## src/rtl/ext_dreq_pkg.sv

```systemverilog
package ext_dreq_pkg;
  localparam int ID_LSB = 0;
  localparam int ID_W   = 2;
  localparam int MD_LSB = 2;
  localparam int MD_W   = 2;
  localparam int SZ_LSB = 4;
  localparam int SZ_W   = 3;
  localparam int CMD_W  = SZ_LSB + SZ_W;
  localparam int NUM_CH = 1 << ID_W;
  localparam logic [SZ_W-1:0] SZ_RSV_A = 3'b101;
  localparam logic [SZ_W-1:0] SZ_RSV_B = 3'b110;

  typedef enum logic [1:0] {
    GS_IDLE    = 2'd0,
    GS_GRANT   = 2'd1,
    GS_RELEASE = 2'd2
  } grant_state_e;
endpackage

```

## src/rtl/dreq_grant_fsm.sv

```systemverilog
module dreq_grant_fsm
  import ext_dreq_pkg::*;
#(
  parameter int GRANT_DLY = 2
) (
  input  logic clk_i,
  input  logic rst_ni,
  input  logic bus_req_i,
  input  logic xfer_stb_i,
  output logic bus_avail_o,
  output logic sample_o,
  output logic idle_o
);
  localparam int CNT_W = (GRANT_DLY > 1) ? $clog2(GRANT_DLY) : 1;

  grant_state_e     state_q;
  logic [CNT_W-1:0] cnt_q;

  always_ff @(posedge clk_i or negedge rst_ni) begin
    if (!rst_ni) begin
      state_q <= GS_IDLE;
      cnt_q   <= '0;
    end else begin
      case (state_q)
        GS_IDLE: begin
          if (bus_req_i && !xfer_stb_i) begin
            state_q <= GS_GRANT;
            cnt_q   <= CNT_W'(GRANT_DLY - 1);
          end
        end
        GS_GRANT: begin
          if (cnt_q != '0)     cnt_q   <= cnt_q - 1'b1;
          else if (xfer_stb_i) state_q <= GS_RELEASE;
        end
        GS_RELEASE: state_q <= GS_IDLE;
        default:    state_q <= GS_IDLE;
      endcase
    end
  end

  assign bus_avail_o = (state_q != GS_IDLE);
  assign idle_o      = (state_q == GS_IDLE);
  assign sample_o    = (state_q == GS_GRANT) && (cnt_q == '0) && xfer_stb_i;

  p_grant_after_req_r1: assert property (@(posedge clk_i) disable iff (!rst_ni)
    $rose(bus_avail_o) |-> $past(bus_req_i && !xfer_stb_i));

  p_release_timing_r2: assert property (@(posedge clk_i) disable iff (!rst_ni)
    sample_o |=> bus_avail_o ##1 !bus_avail_o);

  p_sample_in_grant_r2: assert property (@(posedge clk_i) disable iff (!rst_ni)
    sample_o |-> $past(bus_avail_o));
endmodule

```

## src/rtl/dreq_cmd_decode.sv

```systemverilog
module dreq_cmd_decode
  import ext_dreq_pkg::*;
(
  input  logic [CMD_W-1:0] cmd_i,
  output logic             req_ok_o,
  output logic [ID_W-1:0]  chan_o,
  output logic             load_o
);
  logic [ID_W-1:0] id;
  logic [MD_W-1:0] md;
  logic [SZ_W-1:0] sz;
  logic            handshake;
  logic            sz_rsv;

  always_comb begin
    id        = cmd_i[ID_LSB +: ID_W];
    md        = cmd_i[MD_LSB +: MD_W];
    sz        = cmd_i[SZ_LSB +: SZ_W];
    handshake = (id == '0) && (md == '0);
    sz_rsv    = (sz == SZ_RSV_A) || (sz == SZ_RSV_B);
    req_ok_o  = !(handshake && sz_rsv);
    load_o    = (id == '0) && (md != '0);
    chan_o    = id;
  end
endmodule

```

## src/rtl/dreq_last_chan.sv

```systemverilog
module dreq_last_chan #(
  parameter int CH_W = 2
) (
  input  logic            clk_i,
  input  logic            rst_ni,
  input  logic            upd_i,
  input  logic [CH_W-1:0] chan_i,
  output logic [CH_W-1:0] last_chan_o,
  output logic            last_vld_o
);
  always_ff @(posedge clk_i or negedge rst_ni) begin
    if (!rst_ni) begin
      last_chan_o <= '0;
      last_vld_o  <= 1'b0;
    end else if (upd_i) begin
      last_chan_o <= chan_i;
      last_vld_o  <= 1'b1;
    end
  end

  p_store_update_r6: assert property (@(posedge clk_i) disable iff (!rst_ni)
    upd_i |=> last_vld_o && (last_chan_o == $past(chan_i)));

  p_vld_sticky_r7: assert property (@(posedge clk_i) disable iff (!rst_ni)
    last_vld_o |=> last_vld_o);
endmodule

```

## src/rtl/ext_dreq_decoder.sv

```systemverilog
module ext_dreq_decoder
  import ext_dreq_pkg::*;
#(
  parameter int DATA_W    = 32,
  parameter int GRANT_DLY = 2,
  parameter int DIRECT_CH = 2
) (
  input  logic              clk_i,
  input  logic              rst_ni,
  input  logic              bus_req_i,
  input  logic              xfer_stb_i,
  input  logic [DATA_W-1:0] cmd_data_i,
  output logic              bus_avail_o,
  output logic [NUM_CH-1:0] ch_req_o,
  output logic              ch0_load_o,
  output logic [DATA_W-1:0] ch0_setting_o
);
  localparam int CH_W = ID_W;

  logic            sample, idle;
  logic            dec_ok, dec_load;
  logic [CH_W-1:0] dec_chan;
  logic [CH_W-1:0] last_chan;
  logic            last_vld;
  logic            stb_q, stb_rise;
  logic            fire_cmd, fire_direct, fire_repeat, fire;
  logic [CH_W-1:0] next_chan;
  logic [NUM_CH-1:0] ch_req_d;

  dreq_grant_fsm #(.GRANT_DLY(GRANT_DLY)) u_grant (
    .clk_i       (clk_i),
    .rst_ni      (rst_ni),
    .bus_req_i   (bus_req_i),
    .xfer_stb_i  (xfer_stb_i),
    .bus_avail_o (bus_avail_o),
    .sample_o    (sample),
    .idle_o      (idle)
  );

  dreq_cmd_decode u_dec (
    .cmd_i    (cmd_data_i[CMD_W-1:0]),
    .req_ok_o (dec_ok),
    .chan_o   (dec_chan),
    .load_o   (dec_load)
  );

  dreq_last_chan #(.CH_W(CH_W)) u_last (
    .clk_i       (clk_i),
    .rst_ni      (rst_ni),
    .upd_i       (fire),
    .chan_i      (next_chan),
    .last_chan_o (last_chan),
    .last_vld_o  (last_vld)
  );

  always_ff @(posedge clk_i or negedge rst_ni) begin
    if (!rst_ni) stb_q <= 1'b0;
    else         stb_q <= xfer_stb_i;
  end

  assign stb_rise    = xfer_stb_i && !stb_q;
  assign fire_cmd    = sample && dec_ok;
  assign fire_direct = idle && bus_req_i && stb_rise;
  assign fire_repeat = idle && !bus_req_i && stb_rise && last_vld;
  assign fire        = fire_cmd || fire_direct || fire_repeat;

  always_comb begin
    if (fire_cmd)         next_chan = dec_chan;
    else if (fire_direct) next_chan = CH_W'(DIRECT_CH);
    else                  next_chan = last_chan;
  end

  for (genvar gi = 0; gi < NUM_CH; gi++) begin : g_req
    assign ch_req_d[gi] = fire && (next_chan == CH_W'(gi));
  end

  always_ff @(posedge clk_i or negedge rst_ni) begin
    if (!rst_ni) begin
      ch_req_o      <= '0;
      ch0_load_o    <= 1'b0;
      ch0_setting_o <= '0;
    end else begin
      ch_req_o   <= ch_req_d;
      ch0_load_o <= fire_cmd && dec_load;
      if (fire_cmd && dec_load) ch0_setting_o <= cmd_data_i;
    end
  end

  p_onehot_req_r9: assert property (@(posedge clk_i) disable iff (!rst_ni)
    $onehot0(ch_req_o));

  p_single_pulse_r9: assert property (@(posedge clk_i) disable iff (!rst_ni)
    (ch_req_o != '0) |=> (ch_req_o == '0));

  p_load_with_ch0_r4: assert property (@(posedge clk_i) disable iff (!rst_ni)
    ch0_load_o |-> ch_req_o[0]);

  p_req_needs_store_r7: assert property (@(posedge clk_i) disable iff (!rst_ni)
    (ch_req_o != '0) |-> last_vld);

  p_direct_no_grant_r8: assert property (@(posedge clk_i) disable iff (!rst_ni)
    (ch_req_o[DIRECT_CH] && !$past(bus_avail_o) && $past(bus_req_i)) |-> !bus_avail_o);
endmodule

```

## config.mk

```make
export PLATFORM = sky130hd
export DESIGN_NAME = ext_dreq_decoder
export DESIGN_NICKNAME = d
export VERILOG_FILES = /design/src/rtl/ext_dreq_pkg.sv /design/src/rtl/dreq_grant_fsm.sv /design/src/rtl/dreq_cmd_decode.sv /design/src/rtl/dreq_last_chan.sv /design/src/rtl/ext_dreq_decoder.sv
export SDC_FILE = /design/constraint.sdc
export NUM_CORES = 1
export LEC_CHECK = 0
export ABC_AREA = 1
export BUFFER_PORTS_ARGS = -buffer_cell sky130_fd_sc_hd__buf_2
export CELL_PAD_IN_SITES_DETAIL_PLACEMENT = 1
export CELL_PAD_IN_SITES_GLOBAL_PLACEMENT = 1
export CORE_MARGIN = 2
export CORE_UTILIZATION = 37
export DETAILED_ROUTE_END_ITERATION = 16
export PLACE_DENSITY_LB_ADDON = 0.1
export SYNTH_ARGS = -nofsm -noshare
export SYNTH_HDL_FRONTEND = slang
export SYNTH_HIERARCHICAL = 1
export SYNTH_SLANG_ARGS = --single-unit
```

## constraint.sdc

```tcl
create_clock -name clk_i -period 2.99 [get_ports clk_i]
set_input_delay 0 -clock clk_i [delete_from_list [all_inputs] [get_ports clk_i]]
set_output_delay 0 -clock clk_i [all_outputs]
set_load 0.05 [all_outputs]
```

Word-level counts from Yosys, hierarchy flattened

Cells that the tools add are included.

Add/sub/neg operators: 1
Muxes and demuxes: 9
Reduce and logical (&&, ||, !) cells: 34
Equal/unequal tests: 9
Bitwise logic cells: 1

Operators with widths:

| operator                                               | number |
|---|---|
| logical AND 1 bit                                      | 18 |
| 2-to-1 mux 2 bit                                       | 5 |
| zero test 2 bit                                        | 4 |
| == test 3 bit (second input constant)                  | 2 |
| nonzero test 2 bit                                     | 3 |
| == test 2 x 1 -> 1 bit (second input constant)         | 2 |
| == test 2 bit (second input constant)                  | 2 |
| zero test 1 bit                                        | 4 |
| inequality test 2 bit (second input constant)          | 2 |
| case mux 2 bit (2 select lines)                        | 1 |
| logical OR 1 bit                                       | 3 |
| AND reduction 3 bit                                    | 1 |
| 2-to-1 mux 1 bit                                       | 2 |
| inequality test 2 x 1 -> 1 bit (second input constant) | 1 |
| case mux 1 bit (2 select lines)                        | 1 |
| AND reduction 2 bit                                    | 1 |
| inverter 1 bit                                         | 1 |
| subtractor 1 bit (second input constant)               | 1 |

Word-level logic and storage cells: 62
Register bits: 44

Depth between registers and ports, before layout

Gate-level depths: netlist (run 1).

Depth in word-level cells: 8
Depth in mapped cells: 11
Gate-level depth less buffers: 11

Modules after synthesis

The synthesis (run 1) kept the hierarchy.

By module, submodules not included:

| module           | cells each | times used | area each (um2) |
|---|---|---|---|
| ext_dreq_decoder | 170        | 1          | 1,536.5 |
| dreq_grant_fsm   | 18         | 1          | 138.9 |
| dreq_last_chan   | 11         | 1          | 107.6 |
| dreq_cmd_decode  | 16         | 1          | 71.3 |

Worst setup path before layout (run 1)

No wires, ideal clock.

Kind: register -> register
Start: register u_grant.state_q[1]
End: register ch0_setting_o[0]
Slack: 1.687 ns
Path buffers: 1
Stages on the path, launching flop included: 10
Data arrival time: 1.185 ns
Cell sequence: dfrtp_1 nor2_2 nand2_1 nor2_1 nand2_2 inv_2 nand2_4 buf_2 nand2_1 nand2_1

Word-level cells in the longest chain between the ends: 5

RTL lines:

| item                           | RTL line               | source |
|---|---|---|
| start: declaration             | dreq_grant_fsm.sv:16   | `grant_state_e state_q;` |
| start signal: assignment       | dreq_grant_fsm.sv:21   | `state_q <= GS_IDLE;` |
| start signal: assignment       | dreq_grant_fsm.sv:27   | `state_q <= GS_GRANT;` |
| start signal: assignment       | dreq_grant_fsm.sv:33   | `else if (xfer_stb_i) state_q <= GS_RELEASE;` |
| == test 2 x 1 -> 1 bit         | dreq_grant_fsm.sv:43   | `assign sample_o = (state_q == GS_GRANT) && (cnt_q == '0) && xfer_stb_i;` |
| logical AND 1 bit (2 in a row) | dreq_grant_fsm.sv:43   |  |
| net sample                     | ext_dreq_decoder.sv:20 | `logic sample, idle;` |
| logical AND 1 bit              | ext_dreq_decoder.sv:62 | `assign fire_cmd = sample && dec_ok;` |
| logical AND 1 bit              | ext_dreq_decoder.sv:85 | `if (fire_cmd && dec_load) ch0_setting_o <= cmd_data_i;` |
| end signal: assignment         | ext_dreq_decoder.sv:85 |  |
| end: declaration               | ext_dreq_decoder.sv:16 | `output logic [DATA_W-1:0] ch0_setting_o` |

The timed path passes the listed nets, and every way through them passes these cells.
A chain may end at the register's enable or synchronous reset.

Worst setup path after layout (run 1)

Start: register u_grant.state_q[1]
End: register ch0_setting_o[20]

Same word-level chain as after synthesis.

==> results.py, run 1 <==
metrics = {
    "run_status": {
        "outcome": "completed",
    },
    "setup_path": {
        "crit_top_cell": "nand2_1",
        "path_delay_family": "simple AND/OR/NAND/NOR gates",
        "crit_type": "reg -> reg",
        "r2r_end": "ch0_setting_o[20]",
        "r2r_start": "u_grant/state_q[1]",
        "path_max_fanout": 33,
        "path_cells": "nor2_2 > nand2_1 > nor2_1 > nand2_2 > inv_2 > nand2_4 > inv_6 > nand2_1 > nand2_1",
        "crit_start": "u_grant/state_q[1]",
        "start_kind": "register",
        "crit_slowest_cell": "dfrtp_1",
        "critPathCaptureType": "register",
        "slowest_delay_ns": 0.41,
        "crit_path_end": "ch0_setting_o[20]",
        "worstPathArrival_ns": 1.96,
        "crit_buf_inv": 2,
        "reg2reg_slack_ns": 1.27,
        "required_ns": 3.23,
        "r2r_cells": 9,
        "cp_num_cells": 9,
    },
    "routing": {
        "vias": 1694,
        "wl_met1_um": 2083,
        "detail-route-antenna-nets": 0,
        "met2_length_um": 2407,
        "wl_met3_um": 261,
        "via_per_inst": 4.355,
        "route.top_layer_used": "met4",
        "post_drt_wl_per_cell_um": 12.38,
        "drc": 0,
        "wl_um": 4815,
        "drtIter0Drc": 64,
        "dr.pass1.iters": 4,
    },
    "final_layout": {
        "num_antenna_cells": 0,
        "synthToLayoutAreaGrowth_pct": 44.53,
        "final_nets": 357,
        "layout-drive-gt1-share": 0.3137,
    },
    "placement": {
        "port_buffers": 73,
        "place.gp.congestion": 0.7602,
        "hpwl_um": 3081,
    },
    "clocking": {
        "cts.path.max_buffers": 2,
        "clock_sink_count": 44,
        "cts_max_level": 2,
        "clk_pin_slew_worst_paths_ns": 0.08,
        "cts-root-buf": "clkbuf_8",
        "cts_tree": "done",
        "ctsResizeCount": 0,
        "clk_latency_ns": 0.30,
        "numCtsBuffers": 5,
    },
    "sta": {
        "finalHoldViolations": 0,
        "worst_hold_slack_ns": 0.06369,
        "report.final.slew_viol_count": 0,
        "fin_crit_sh": 0.5754,
        "tightest_slew_ns": 0.9737,
        "rsz0062_at_grt": "false",
        "fmax_ghz": 0.5813,
        "period_minus_slack_ns": 1.720,
        "slew_headroom": 0.3509,
        "finalSetupTns_ns": 0,
        "setup_viol": 0,
        "skew_ns": 0.006948,
    },
    "power": {
        "peakVddDrop_uv": 528.0,
        "cellLeakagePower_nw": 1.568,
        "comb_power_share": 0.489,
        "swShare": 0.4958,
        "switchingPower_mw": 1.334,
        "total_power_mw": 2.691,
        "seqPwrFrac": 0.342,
        "powerDensity_nw_per_um2": 1004,
        "p_clk_frac": 0.169,
        "p_int_mw": 1.357,
    },
    "logic_synthesis": {
        "yosys_register_bits": 44,
        "synth.area.top_cells": "dfrtp_1, nand2_1, nand2_2, inv_1, nor2_1",
        "synth-simple-area-share": 0.3138,
        "synth_xor_xnor_area_share": 0,
        "synth_top_family_by_area": "simple AND/OR/NAND/NOR gates",
        "synth_fp_nets": 251,
        "synth_compound_area_frac": 0.01282,
        "synth_adder_area_share": 0,
        "synthMuxAreaShare": 0,
        "synth_top_area_cell": "dfrtp_1",
        "synthDistinctLibCells": 19,
        "seq_area_frac_synth": 0.5938,
        "yosys_warnings": 6,
        "syn_inst": 215,
        "syn_avg_cell_area_um2": 8.625,
        "synth_top_area_share": 0.5938,
        "syn_area_um2": 1854,
    },
    "die": {
        "fp.dieH_um": 74.79,
        "core_um2": 4786,
        "start_util": 0.3875,
        "die_x_um": 74.79,
        "die-area_um2": 5594,
        "std_cell_rows": 25,
        "io_pins": 74,
    },
    "global_route": {
        "grt_max_degree": 45,
        "grt_overflow": 0,
        "grt_first_pass_wirelength_um": 8045,
        "antenna_found_initial": 0,
        "grt_use_total": 0.1897,
        "grt_pass1_vias": 1777,
    },
    "min_path": {
        "min_path_type": "in -> reg",
    },
    "job": {
        "max_cap_viol_count": 0,
    },
}
sequential cells by signal (all words and copies together) (netlist names):
register	flops
u_last/last_chan_o	2
ch0_setting_o	32
ch_req_o	4
stb_q	1
ch0_load_o	1
u_grant/cnt_q	1
u_grant/state_q	2
u_last/last_vld_o	1
routing by layer:
layer,global-route usage,up-vias
met5,0,-
met2,0.3186,42
met1,0.2356,805
li1,-,841
met4,0.05952,0
met3,0.05756,6
synth_stat cells:
library cell	count
dfrtp_1	44
buf_2	2
nand2_2	11
nand2_4	1
o21ai_0	2
inv_1	14
inv_6	1
nor2_2	3
nand3_1	4
nand2_1	109
nor2_1	11
inv_2	3
buf_6	2
a21oi_1	1
buf_12	1
a21oi_2	1
buf_4	3
nand4_1	1
or2_1	1
tightest hold or removal path: stages:
cell	delay [ns]
buf_2	0.12
inv_1	0.05
nor2_1	0.03
nand2_1	0.06
nand2_1	0.06
worst min-delay path by stage:
stage / from / endpoint / slack [ns] / depth (start not counted)
after global routing: bus_req_i / u_grant/state_q[0] / 0.11 / 5
after detailed placement: xfer_stb_i / stb_q / 0.17 / 1
after CTS: bus_req_i / u_grant/state_q[0] / 0.06 / 5
final: bus_req_i / u_grant/state_q[0] / 0.06 / 5
after floorplan: rst_ni / ch0_load_o / -0.30 / 0
after global placement: xfer_stb_i / stb_q / 0.17 / 1
final cells by class:
cell class                 instances  area, µm²
clock buffer                       5      68.82
clock inverter                     3      42.54
fill                             591       2106
inverter                          18      72.57
multi-input combinational        145      605.6
sequential                        44       1101
tap                               67      83.83
timing repair buffer             107      705.7
what timing repair did:
action / in CTS / in global routing
buffers inserted: 0 / 0
hold endpoints to repair: 78 / 0
hold buffers: 34 / 0
logic make-up after synthesis:
family                 after synthesis
DFF                                 44
and+or+nand+nor                    141
buffers and inverters               26
AOI/OAI and AO/OA                    4
placed cells by master, fill, tap and decap left out:
cell             n
nand2_1        109
buf_2           73
dfrtp_1         44
dlygate4sd3_1   34
inv_1           14
nand2_2         11
nor2_1          11
clkbuf_8         5
nand3_1          4
inv_2            3
nor2_2           3
o21ai_0          2
nand4_1          1
a21oi_2          1
nand2_4          1
inv_6            1
clkinvlp_4       1
bufinv_16        1
clkinv_2         1
a21oi_1          1
or2_1            1
power by group through the flow:
stage | registers, mW | logic (mW) | clock network, mW
6_report | 0.921 | 1.32 | 0.454
3_5_place_dp | 0.928 | 1.29 | 0
4_1_cts | 0.921 | 1.32 | 0.468
2_1_floorplan | 1.58 | 0.314 | 0
5_1_grt | 0.948 | 1.41 | 0.489
3_3_place_gp | 0.931 | 1.27 | 0
through the flow:
stage | instances | setup WS (ns) | utilization | cell area [µm²]
detailed placement | 347 | 1.261 | 0.4656 | 2228
CTS | 389 | 1.237 | 0.5600 | 2680
floorplan | 215 | 1.687 | - | 1854
finish | 389 | 1.270 | 0.5600 | 2680
global placement | 347 | 1.327 | 0.4656 | 2228
global route | 389 | 1.058 | 0.5600 | 2680
Note: power is estimated with default switching activity, not from simulation.
==> run 2: changes to the inputs <==
--- a/config.mk
+++ b/config.mk
@@ -10,7 +10,7 @@
 export CELL_PAD_IN_SITES_DETAIL_PLACEMENT = 1
 export CELL_PAD_IN_SITES_GLOBAL_PLACEMENT = 1
 export CORE_MARGIN = 2
-export CORE_UTILIZATION = 37
+export CORE_UTILIZATION = 31
 export DETAILED_ROUTE_END_ITERATION = 16
 export PLACE_DENSITY_LB_ADDON = 0.1
 export SYNTH_ARGS = -nofsm -noshare
==> constraint.sdc (replaced) <==
create_clock -name clk_i -period 1.4 [get_ports clk_i]
set_input_delay 0 -clock clk_i [delete_from_list [all_inputs] [get_ports clk_i]]
set_output_delay 0 -clock clk_i [all_outputs]
set_load 0.05 [all_outputs]
==> results.py, run 2 (synthesis gave the netlist of run 1 again) <==
metrics = {
    "run_status": {
        "outcome": "complete, but fails checks",
        "violations": "setup timing",
    },
    "sta": {
        "setup_viol": 1,
        "period_minus_slack_ns": 1.405,
        "fin_crit_sh": 1.004,
        "worst_slack_ns": -0.005282,
        "skew_ns": 0.003980,
        "report.final.slew_viol_count": 0,
        "finalHoldViolations": 0,
        "tightest_slew_ns": 0.3274,
        "finalSetupTns_ns": -0.005282,
        "fmax_ghz": 0.7116,
        "rsz0062_at_grt": "true",
        "slew_headroom": 0.7817,
    },
    "final_layout": {
        "largest_registers": "ch0_setting_o: 32 flops, ch_req_o: 4 flops",
        "most-common-layout-cells": "nand2_1, buf_2, dfrtp_1, nand2_2, dlygate4sd3_1",
        "num_antenna_cells": 0,
        "register_area_um2": 1101,
        "final_common_cell": "nand2_1",
        "final_nets": 366,
        "layout-drive-gt1-share": 0.4290,
        "top_register": "ch0_setting_o",
        "multiInputGateArea_um2": 738.2,
        "finalNonFillerCells": 406,
        "largest_reg_flops": 32,
        "synthToLayoutAreaGrowth_pct": 60.26,
        "fillers": 680,
    },
    "clocking": {
        "numCtsBuffers": 5,
        "clk_latency_ns": 0.30,
        "cts-root-buf": "clkbuf_8",
        "cts_max_level": 2,
        "clk_pin_slew_worst_paths_ns": 0.08,
        "cts.path.max_buffers": 2,
        "cts_tree": "done",
        "clock_sink_count": 44,
    },
    "die": {
        "std_cell_rows": 28,
        "die-area_um2": 6616,
        "start_util": 0.3169,
        "die_x_um": 81.34,
        "fp.dieH_um": 81.34,
        "io_pins": 74,
        "core_um2": 5851,
    },
    "global_route": {
        "grt_pass1_vias": 1877,
        "antenna_found_initial": 0,
        "grt_overflow": 0,
        "grt_max_degree": 34,
        "grt_first_pass_wirelength_um": 8369,
        "grt_use_total": 0.1655,
    },
    "placement": {
        "place.gp.congestion": 0.6951,
        "port_buffers": 73,
        "hpwl_um": 3454,
        "placedCellCount": 362,
    },
    "routing": {
        "drc": 0,
        "via_per_inst": 4.340,
        "drtIter0Drc": 34,
        "detail-route-antenna-nets": 0,
        "wl_um": 5233,
        "dr.pass1.iters": 3,
        "vias": 1762,
        "post_drt_wl_per_cell_um": 12.89,
    },
    "power": {
        "peakVddDrop_uv": 1197,
        "powerDensity_nw_per_um2": 2021,
        "switchingPower_mw": 3.010,
        "cellLeakagePower_nw": 1.674,
        "p_int_mw": 2.995,
        "p_clk_frac": 0.139,
        "seqPwrFrac": 0.333,
        "comb_power_share": 0.528,
        "swShare": 0.5012,
    },
    "setup_path": {
        "path_cells": "inv_2 > nor2_4 > nand2_2 > nor2_4 > nand2_2 > inv_4 > nand2_8 > buf_12 > nand2_1 > nand2_1",
        "start_kind": "register",
        "required_ns": 1.59,
        "crit_type": "reg -> reg",
        "critPathCaptureType": "register",
        "slowest_delay_ns": 0.38,
        "path_delay_family": "simple AND/OR/NAND/NOR gates",
        "crit_buf_inv": 3,
        "cp_num_cells": 10,
        "path_max_fanout": 14,
        "worstPathArrival_ns": 1.59,
        "crit_slowest_cell": "dfrtp_1",
        "r2r_cells": 10,
    },
    "min_path": {
        "hold_depth": 5,
        "min_path_type": "in -> reg",
    },
    "job": {
        "max_cap_viol_count": 0,
    },
}
[run 2: layout make-up]
cell class	count	area share
timing repair buffer	116	0.2893
clock buffer	6	0.02779
clock inverter	2	0.003368
sequential	44	0.3705
tap	75	0.03158
multi-input combinational	145	0.2484
inverter	18	0.02905
[run 2: path summary, 6_finish.rpt]
kind / slack, ns / startpoint / end
max: -0.005 / u_grant/state_q[0] / ch0_setting_o[2]
min: 0.07 / bus_req_i / u_grant/state_q[0]
max reg2reg: -0.005 / u_grant/state_q[0] / ch0_setting_o[2]
min reg2reg: 0.48 / ch0_setting_o[8] / ch0_setting_o[8]
max in group asynchronous: 0.68 / rst_ni / ch0_setting_o[7]
min in group asynchronous: 0.12 / rst_ni / ch0_setting_o[4]
[run 2: metal layers]
metal	vias up	track usage	wire length, µm
li1	865	-	-
met1	846	0.1987	2228
met2	47	0.2926	2706
met3	4	0.03778	248
met4	0	0.05085	49
met5	-	0	0
[run 2: tightest hold or removal path: stages]
cell and delay, ns:
buf_2 0.13, inv_1 0.05, nor2_1 0.03, nand2_1 0.07
nand2_1 0.05
[run 2: power groups by stage]
stage	Sequential (mW)	Clock (mW)	Combinational, mW
after detailed placement	1.97	0	2.83
after global routing	2.06	0.902	3.40
final	2.00	0.836	3.17
after CTS	1.96	0.861	2.96
after global placement	1.98	0	2.79
after floorplan	3.38	0	0.670
[run 2: timing repair]
| action | CTS | global route |
|---|---|---|
| endpoints found under the hold margin | 69 | 0 |
| resized for setup | 7 | 41 |
| gates cloned | 0 | 3 |
| buffers inserted | 2 | 3 |
| hold buffers | 34 | 0 |
| pin swaps | 0 | 15 |
| setup endpoints to repair | 36 | 41 |
[run 2: metrics by stage]
step / worst slack [ns] / util / area, µm² / total power, mW / hold WS (ns)
finish: -0.005282 / 0.5079 / 2972 / 6.005 / 0.07394
global route: -0.1001 / 0.5079 / 2972 / 6.358 / 0.1048
CTS: -0.001899 / 0.4773 / 2793 / 5.781 / 0.06225
detailed placement: -0.08596 / 0.3959 / 2316 / 4.806 / -0.07637
global placement: -0.02933 / 0.3959 / 2316 / 4.767 / -0.07901
floorplan: 0.09723 / - / 1854 / 4.052 / -0.2956
